--- config.mk ---
export PLATFORM = sky130hd
export DESIGN_NAME = rx_frame_filter
export DESIGN_NICKNAME = d
export VERILOG_FILES = /design/src/rtl/rxf_pkg.sv /design/src/rtl/rxf_addr_track.sv /design/src/rtl/rxf_ctrl_fsm.sv /design/src/rtl/rxf_delay_line.sv /design/src/rtl/rx_frame_filter.sv
export SDC_FILE = /design/constraint.sdc
export NUM_CORES = 1
export LEC_CHECK = 0
export BUFFER_PORTS_ARGS = -buffer_cell sky130_fd_sc_hd__buf_2
export CORE_MARGIN = 10
export CORE_UTILIZATION = 40
export CTS_CLUSTER_DIAMETER = 100
export DETAILED_ROUTE_END_ITERATION = 7
export HOLD_SLACK_MARGIN = 0.12
export SYNTH_ARGS = -nofsm -noshare
export SYNTH_HDL_FRONTEND = slang
export SYNTH_SLANG_ARGS = --single-unit
--- constraint.sdc ---
create_clock -name clk -period 4.9 [get_ports clk]
set_input_delay 0.49 -clock clk [delete_from_list [all_inputs] [get_ports clk]]
set_output_delay 0.49 -clock clk [all_outputs]
set_load 0.1 [all_outputs]
--- src/rtl/rxf_pkg.sv ---
package rxf_pkg;

    typedef enum logic [2:0] {
        S_STOPPED,
        S_IDLE,
        S_ADDR,
        S_PASS,
        S_SKIP
    } rxf_state_e;

    // Enables captured at start of frame
    typedef struct packed {
        logic all_en;
        logic bcast_en;
        logic mcast_en;
        logic ucast_en;
        logic hash_en;
        logic err_en;
        logic strip_en;
    } rxf_ctl_t;

    // One slot of the delay line
    typedef struct packed {
        logic       valid;
        logic       sof;
        logic       eof;
        logic       err;
        logic [7:0] data;
    } rxf_beat_t;

    localparam logic [31:0] CRC_POLY_REFL = 32'hEDB88320;

    // One byte of a reflected CRC-32 update, bit 0 first
    function automatic logic [31:0] crc32_byte(input logic [31:0] crc_in, input logic [7:0] d);
        logic [31:0] c;
        c = crc_in;
        for (int b = 0; b < 8; b++) begin
            if (c[0] ^ d[b]) c = (c >> 1) ^ CRC_POLY_REFL;
            else             c = c >> 1;
        end
        return c;
    endfunction

endpackage

--- src/rtl/rxf_addr_track.sv ---
module rxf_addr_track
    import rxf_pkg::*;
#(
    parameter  int ADDR_BYTES = 6,
    parameter  int HASH_W     = 6,
    localparam int ADDR_W     = ADDR_BYTES * 8,
    localparam int HEAD_W     = ADDR_W - 8,
    localparam int TBL_N      = 1 << HASH_W
) (
    input  logic              clk,
    input  logic              rst_n,
    input  logic [7:0]        byte_in,
    input  logic              take,
    input  logic              first,
    input  logic [ADDR_W-1:0] station_addr,
    input  logic [TBL_N-1:0]  hash_table,
    output logic              is_bcast,
    output logic              is_mcast,
    output logic              ucast_hit,
    output logic              hash_hit
);

    logic [HEAD_W-1:0] head_q;
    logic [31:0]       crc_q;
    logic [ADDR_W-1:0] full_da;
    logic [31:0]       crc_fin;
    logic [HASH_W-1:0] idx;

    // Leading address bytes and running hash CRC
    always_ff @(posedge clk or negedge rst_n) begin
        if (!rst_n) begin
            head_q <= '0;
            crc_q  <= '1;
        end else if (take) begin
            head_q <= HEAD_W'({head_q, byte_in});
            crc_q  <= crc32_byte(first ? 32'hFFFF_FFFF : crc_q, byte_in);
        end
    end

    // Final address byte is combined straight from the input
    always_comb begin
        full_da   = {head_q, byte_in};
        crc_fin   = crc32_byte(crc_q, byte_in);
        idx       = crc_fin[31 -: HASH_W];
        hash_hit  = hash_table[idx];
        is_bcast  = &full_da;
        is_mcast  = full_da[ADDR_W-8];
        ucast_hit = (full_da == station_addr);
    end

endmodule

--- src/rtl/rxf_ctrl_fsm.sv ---
module rxf_ctrl_fsm
    import rxf_pkg::*;
#(
    parameter  int ADDR_BYTES = 6,
    localparam int CNT_W      = $clog2(ADDR_BYTES + 1)
) (
    input  logic     clk,
    input  logic     rst_n,
    input  logic     in_valid,
    input  logic     in_sof,
    input  logic     in_eof,
    input  logic     rx_en,
    input  rxf_ctl_t ctl_in,
    input  logic     is_bcast,
    input  logic     is_mcast,
    input  logic     ucast_hit,
    input  logic     hash_hit,
    output logic     addr_take,
    output logic     addr_first,
    output logic     acc_q,
    output logic     strip_q,
    output logic     keep_err_q
);

    localparam logic [CNT_W-1:0] LAST_DA = CNT_W'(ADDR_BYTES - 1);
    localparam logic [CNT_W-1:0] CNT_SAT = CNT_W'(ADDR_BYTES);

    rxf_state_e       state_q, state_d;
    logic [CNT_W-1:0] cnt_q;
    rxf_ctl_t         snap_q;
    logic             at_gap, in_frame, frame_start, frame_end, last_da, hit_now;

    always_comb begin
        at_gap      = (state_q == S_STOPPED) || (state_q == S_IDLE);
        in_frame    = (state_q == S_ADDR) || (state_q == S_PASS) || (state_q == S_SKIP);
        frame_start = at_gap && in_valid && in_sof;
        frame_end   = in_frame && in_valid && in_eof;
        last_da     = in_frame && in_valid && (cnt_q == LAST_DA);
        addr_first  = frame_start;
        addr_take   = frame_start || ((state_q == S_ADDR) && in_valid && (cnt_q < LAST_DA));
        hit_now     = snap_q.all_en
                    | (is_bcast & snap_q.bcast_en)
                    | (is_mcast & snap_q.mcast_en)
                    | (~is_mcast & snap_q.ucast_en & ucast_hit)
                    | (is_mcast & snap_q.hash_en & hash_hit);
    end

    // State register
    always_ff @(posedge clk or negedge rst_n) begin
        if (!rst_n) state_q <= S_STOPPED;
        else        state_q <= state_d;
    end

    // Next-state logic
    always_comb begin
        state_d = state_q;
        unique case (state_q)
            S_STOPPED: begin
                if (frame_start) state_d = rx_en ? S_ADDR : S_SKIP;
                else if (rx_en)  state_d = S_IDLE;
            end
            S_IDLE: begin
                if (frame_start) state_d = rx_en ? S_ADDR : S_SKIP;
                else if (!rx_en) state_d = S_STOPPED;
            end
            S_ADDR: begin
                if (frame_end)    state_d = rx_en ? S_IDLE : S_STOPPED;
                else if (last_da) state_d = hit_now ? S_PASS : S_SKIP;
            end
            S_PASS, S_SKIP: begin
                if (frame_end) state_d = rx_en ? S_IDLE : S_STOPPED;
            end
            default: state_d = S_STOPPED;
        endcase
    end

    // Outputs: byte counter, snapshot and per-frame decision
    always_ff @(posedge clk or negedge rst_n) begin
        if (!rst_n) begin
            cnt_q      <= '0;
            snap_q     <= '0;
            acc_q      <= 1'b0;
            strip_q    <= 1'b0;
            keep_err_q <= 1'b0;
        end else begin
            if (frame_start) begin
                cnt_q  <= CNT_W'(1);
                snap_q <= ctl_in;
            end else if (in_frame && in_valid && (cnt_q < CNT_SAT)) begin
                cnt_q <= cnt_q + CNT_W'(1);
            end
            if (last_da) begin
                acc_q      <= (state_q == S_ADDR) && hit_now;
                strip_q    <= snap_q.strip_en;
                keep_err_q <= snap_q.err_en;
            end
        end
    end

    // an accepted frame stays accepted until its own last byte
    a_r10_no_abort: assert property (@(posedge clk) disable iff (!rst_n)
        (state_q == S_PASS && !(in_valid && in_eof)) |=> (state_q == S_PASS));

    // a stopped receiver never goes straight to forwarding
    a_r10_stopped_no_pass: assert property (@(posedge clk) disable iff (!rst_n)
        (state_q == S_STOPPED) |=> (state_q != S_PASS));

    // captured enables hold for the whole frame
    a_r11_snap_hold: assert property (@(posedge clk) disable iff (!rst_n)
        (in_frame && !frame_end) |=> $stable(snap_q));

endmodule

--- src/rtl/rxf_delay_line.sv ---
module rxf_delay_line
    import rxf_pkg::*;
#(
    parameter int DEPTH = 6
) (
    input  logic                  clk,
    input  logic                  rst_n,
    input  rxf_beat_t             beat_in,
    output rxf_beat_t [DEPTH-1:0] line_o
);

    rxf_beat_t [DEPTH-1:0] line_q;

    for (genvar g = 0; g < DEPTH; g++) begin : g_stage
        if (g == 0) begin : g_head
            always_ff @(posedge clk or negedge rst_n) begin
                if (!rst_n) line_q[g] <= '0;
                else        line_q[g] <= beat_in;
            end
        end else begin : g_body
            always_ff @(posedge clk or negedge rst_n) begin
                if (!rst_n) line_q[g] <= '0;
                else        line_q[g] <= line_q[g-1];
            end
        end
    end

    assign line_o = line_q;

endmodule

--- src/rtl/rx_frame_filter.sv ---
module rx_frame_filter
    import rxf_pkg::*;
#(
    parameter  int ADDR_BYTES = 6,
    parameter  int CRC_BYTES  = 4,
    parameter  int HASH_W     = 6,
    localparam int ADDR_W     = ADDR_BYTES * 8,
    localparam int TBL_N      = 1 << HASH_W
) (
    input  logic              clk,
    input  logic              rst_n,
    input  logic              in_valid,
    input  logic [7:0]        in_data,
    input  logic              in_sof,
    input  logic              in_eof,
    input  logic              in_crc_err,
    input  logic              rx_en,
    input  logic              all_en,
    input  logic              bcast_en,
    input  logic              mcast_en,
    input  logic              ucast_en,
    input  logic              hash_en,
    input  logic              err_en,
    input  logic              strip_en,
    input  logic [ADDR_W-1:0] station_addr,
    input  logic [TBL_N-1:0]  hash_table,
    output logic              out_valid,
    output logic [7:0]        out_data,
    output logic              out_sof,
    output logic              out_eof,
    output logic              out_commit
);

    localparam int DEPTH = ADDR_BYTES;
    localparam int TAIL  = DEPTH - 1;
    localparam int EARLY = DEPTH - 1 - CRC_BYTES;

    rxf_ctl_t              ctl;
    rxf_beat_t             beat_in;
    rxf_beat_t [DEPTH-1:0] line;
    logic                  addr_take, addr_first;
    logic                  is_bcast, is_mcast, ucast_hit, hash_hit;
    logic                  acc_q, strip_q, keep_err_q;
    logic [CRC_BYTES-1:0]  tail_crc_hit;
    logic                  in_crc_tail, eof_err, out_open_q;

    always_comb begin
        ctl     = '{all_en: all_en, bcast_en: bcast_en, mcast_en: mcast_en,
                    ucast_en: ucast_en, hash_en: hash_en, err_en: err_en,
                    strip_en: strip_en};
        beat_in = '{valid: in_valid, sof: in_valid & in_sof, eof: in_valid & in_eof,
                    err: in_valid & in_eof & in_crc_err, data: in_data};
    end

    rxf_addr_track #(.ADDR_BYTES(ADDR_BYTES), .HASH_W(HASH_W)) u_addr (
        .clk(clk), .rst_n(rst_n), .byte_in(in_data), .take(addr_take), .first(addr_first),
        .station_addr(station_addr), .hash_table(hash_table),
        .is_bcast(is_bcast), .is_mcast(is_mcast), .ucast_hit(ucast_hit), .hash_hit(hash_hit)
    );

    rxf_ctrl_fsm #(.ADDR_BYTES(ADDR_BYTES)) u_ctrl (
        .clk(clk), .rst_n(rst_n), .in_valid(in_valid), .in_sof(in_sof), .in_eof(in_eof),
        .rx_en(rx_en), .ctl_in(ctl), .is_bcast(is_bcast), .is_mcast(is_mcast),
        .ucast_hit(ucast_hit), .hash_hit(hash_hit), .addr_take(addr_take),
        .addr_first(addr_first), .acc_q(acc_q), .strip_q(strip_q), .keep_err_q(keep_err_q)
    );

    rxf_delay_line #(.DEPTH(DEPTH)) u_line (
        .clk(clk), .rst_n(rst_n), .beat_in(beat_in), .line_o(line)
    );

    // Tail byte lies in the trailing CRC when an end marker follows within the window
    for (genvar k = 0; k < CRC_BYTES; k++) begin : g_crc_look
        assign tail_crc_hit[k] = line[TAIL-k].valid & line[TAIL-k].eof;
    end

    always_comb begin
        in_crc_tail = |tail_crc_hit;
        out_valid   = line[TAIL].valid & acc_q & ~(strip_q & in_crc_tail);
        out_data    = out_valid ? line[TAIL].data : 8'h00;
        out_sof     = out_valid & line[TAIL].sof;
        out_eof     = out_valid & (strip_q ? line[EARLY].eof : line[TAIL].eof);
        eof_err     = strip_q ? line[EARLY].err : line[TAIL].err;
        out_commit  = out_eof & (~eof_err | keep_err_q);
    end

    // Output frame bracket tracker
    always_ff @(posedge clk or negedge rst_n) begin
        if (!rst_n)                    out_open_q <= 1'b0;
        else if (out_eof)              out_open_q <= 1'b0;
        else if (out_sof)              out_open_q <= 1'b1;
    end

    // no frame starts on the output while another is still open
    a_r12_no_nested_sof: assert property (@(posedge clk) disable iff (!rst_n)
        out_sof |-> !out_open_q);

    // every non-first output byte lies inside an opened frame
    a_r12_body_in_frame: assert property (@(posedge clk) disable iff (!rst_n)
        (out_valid && !out_sof) |-> out_open_q);

endmodule

==> summary.md <==
| Metric | Value |
|---|---|
| Wire per inst | `between 15 and 20 um` |
| Syn nets | `approximately 960` |
| Core Area | `slightly above 20,000 sq um` |
| GRT met1 Usage | `around a fifth` |
| Adder-cell share of the synthesized area | `less than 1%` |
| Placed Instances | `1,207` |
| Post-route DRC | `0` |
| Non-Filler Instances | `1,241` |
| Clock buffer depth | `2` |
| Hpwl dp | `15.83 mm` |
| Mapped Area | `between 8000 and 9000 sq um` |
| Number of CTS-inserted buffers | `17` |
| Largest cells by area after synthesis | `dfrtp_1 (39%), xnor2_1 (11%), dfstp_2 (10%), nand2_1 (8.5%), xor2_1 (3.5%)` |
| Die span in y | `~160 um` |
| Pwr dens | `745.9 nW/um^2` |
| Max Cap Violations | `0` |
| Crit end category | `flop` |
| Register area share after synthesis | `49.42%` |
| Yosys top cell by area | `dfrtp_1` |
| Clk_skew | `0.01309 ns` |
| Rows | `52` |
| Final setup viols | `0` |
| Cts hold-fix bufs | `1` |
| Number of synthesized flops with an enable pin | `0` |
| Post-CTS Setup Bufs | `0` |
| Post-synthesis compound-gate area fraction | `a little under a tenth` |
| Met2 GRT Util | `a little over a quarter` |
| Footprint of the multi-input gates | `3935 sq um` |
| Post-Synth XOR/XNOR Area | `between 10% and 20%` |
| Final core utilization | `~49%` |
| Count leader, synth | `nand2_1` |
| CTS tree | `yes` |
| 1st-iter DRT viols | `between 400 and 500` |
| Final hold violation count | `0` |
| Mux share of post-synthesis cell area | `under 10%` |
| Critical path class | `flop to flop` |
| Largest net degree at the start of global routing | `84` |
| Busiest grt layer | `met2` |
| Clk_lat worst skew | `0.44 ns` |
| Overflow after GRT | `0` |
| Crit path max fanout | `12` |
| H-tree depth | `4` |
| Filler cell count | `approximately 2,000` |
| Antenna violations before repair | `1` |
| DR pass1 iterations | `5` |
| Met3 Track Usage GR | `under 10%` |
| Largest family of logic cells by synthesized area | `XOR/XNOR gates` |
| RePlAce Congestion | `a little under 0.9` |
| Flops & latches, synth | `between 150 and 200` |
| Synth Warn # | `0` |
| Final max-slew violation count | `0` |
| Share of layout cells above drive strength 1 | `between 20% and 30%` |
| Post-CTS sizing | `0` |
| Slew @ Worst Pin | `roughly 1.2 ns` |
| CP arrival | `around 3.9 ns` |
| Routed Wire Length | `between 20 and 25 mm` |
| Starting Density | `between 40% and 50%` |
| Highest clock rate | `0.2777 GHz` |
| Post-DRT Antenna Nets | `0` |
| Synth cell types | `57` |
| Area after DPL | `about 9200 sq um` |
| WP data required | `~5.2 ns` |
| I/O pin cnt | `about 150` |
| Nets | `1,093` |
| Share of the synthesized area in the top cell type | `between 30% and 40%` |
| Max IR drop VDD | `roughly 0.00034 V` |
| Die width | `163.0 um` |
| HP Class | `input pin to flop` |
| Asr flop ratio synth | `100.0%` |
| Clock-pin slew on the worst setup and hold paths | `0.07 ns` |
| Die area | `roughly 27,000 sq um` |
| Area grow syn2layout | `19.59%` |
| Total GRT Usage | `~16%` |
| Crit share post-route | `between 70% and 80%` |
| Gate Count Post-Synth | `822` |
| Run status | `complete, no violations` |
| Register area | `approximately 4000 sq um` |
| Synth Area in Simple Gates | `between 10% and 20%` |
| Min Tclk post-route | `about 3.6 ns` |
| Port buffer count | `145` |
| Slew headroom | `20.79%` |
| TNS Setup | `0 ns` |
| CTS root buffer | `clkbuf_16` |
| Number of global-route vias before repair | `6,403` |
| TritonCTS Sinks | `160` |
| Unrepaired setup endpoints after global routing | `no` |
| Startpoint Class | `flop` |
| Final Cell Area | `slightly below 10,000 sq um` |
| Ys flop type | `dfrtp_1` |
| Leak | `4.414 nW` |
| Syn Area/Cell | `between 9 and 10 sq um` |
| Via count | `about 6,300` |
| First-pass GRT wire length | `34.27 mm` |
| Most common library cells after synthesis | `nand2_1 (185), dfrtp_1 (128), xnor2_1 (103), nor2_1 (44), a21oi_1 (39)` |
| Vias per cell | `5.096` |
[sequential cells by signal (all words and copies together), names as in the netlist]
register / flops
u_ctrl.snap_q: 7
u_ctrl.state_q: 3
u_ctrl.cnt_q: 3
u_ctrl.strip_q: 1
u_ctrl.acc_q: 1
u_ctrl.keep_err_q: 1
u_addr.head_q: 40
u_line.line_o: 72
u_addr.crc_q: 32
[stage by stage]
| stage | total power, mW | hold slack, ns | setup slack, ns |
|---|---|---|---|
| 2_1_floorplan | 5.097 | 0.1944 | 1.389 |
| 3_3_place_gp | 5.953 | 0.3324 | 1.150 |
| 3_5_place_dp | 6.000 | 0.3347 | 1.085 |
| 4_1_cts | 7.340 | 0.2351 | 1.322 |
| 5_1_grt | 7.832 | 0.2488 | 0.9726 |
| 6_report | 7.299 | 0.2391 | 1.299 |
[final cells by class]
cell class                 instances  area share (%)
tap                              270           3.452
multi-input combinational        609           40.21
clock inverter                    11           1.215
antenna                            1         0.02557
inverter                          10          0.3836
sequential                       160           41.32
clock buffer                      21           4.808
timing repair buffer             159           8.579
[critical path, cell delays in order, from the launching register on]
cell and delay [ns]:
dfstp_2 0.64, xor2_2 0.39, xnor2_2 0.21, xnor2_1 0.91, mux2i_1 0.16, a2111oi_0 0.46, a32oi_1 0.11, o221ai_1 0.27
nand3_1 0.17, a21o_1 0.19
[layout by cell type (no fill, tap or decap), types with 6 or more instances in the layout]
master     instances
nand4_1           26
dfrtp_1          128
nand2_1          185
o21ai_0           22
dfstp_2           32
and2_1            11
clkbuf_16         17
nand3_1           19
xor2_1            33
buf_4             13
mux4_2             6
xnor2_1          103
nor3_1             9
nor4_1             9
mux2i_1           12
a22oi_1           13
inv_1             10
buf_2            144
nor2_1            43
a21oi_1           39
o22ai_1           14
[power by group]
part,switching (mW),total (mW),internal (mW)
sequential,0.404,2.15,1.74
combinational,2.08,3.83,1.75
clock,0.564,1.32,0.755
total,3.05,7.30,4.25
[path summary, 6_finish.rpt]
kind,start,to,slack [ns],depth (start not counted)
min in group asynchronous,rst_n,u_addr.head_q[20],0.65,2
min reg2reg,u_line.line_o[16],u_line.line_o[28],0.34,0
max reg2reg,u_addr.crc_q[4],u_ctrl.state_q[2],1.30,9
max in group asynchronous,rst_n,u_line.line_o[42],3.17,3
min,all_en,u_ctrl.snap_q[6],0.24,3
max,u_addr.crc_q[4],u_ctrl.state_q[2],1.30,9
[logic make-up (layout without fill, tap and decap cells)]
| family | after synthesis | after routing |
|---|---|---|
| muxes | 23 | 23 |
| xor gates and xnor gates | 148 | 148 |
| AOI/OAI and AO/OA | 120 | 120 |
| DFF | 160 | 160 |
| other | 0 | 1 |
| and+or+nand+nor | 316 | 316 |
| buffers and inverters | 53 | 201 |
| adders and majority gates | 2 | 2 |
[layer usage]
layer	up-vias	wire length (um)
li1	3059	-
met3	27	949
met4	0	441
met5	-	0
met1	3104	9473
met2	134	10720
(Power assumes the default switching activity.)
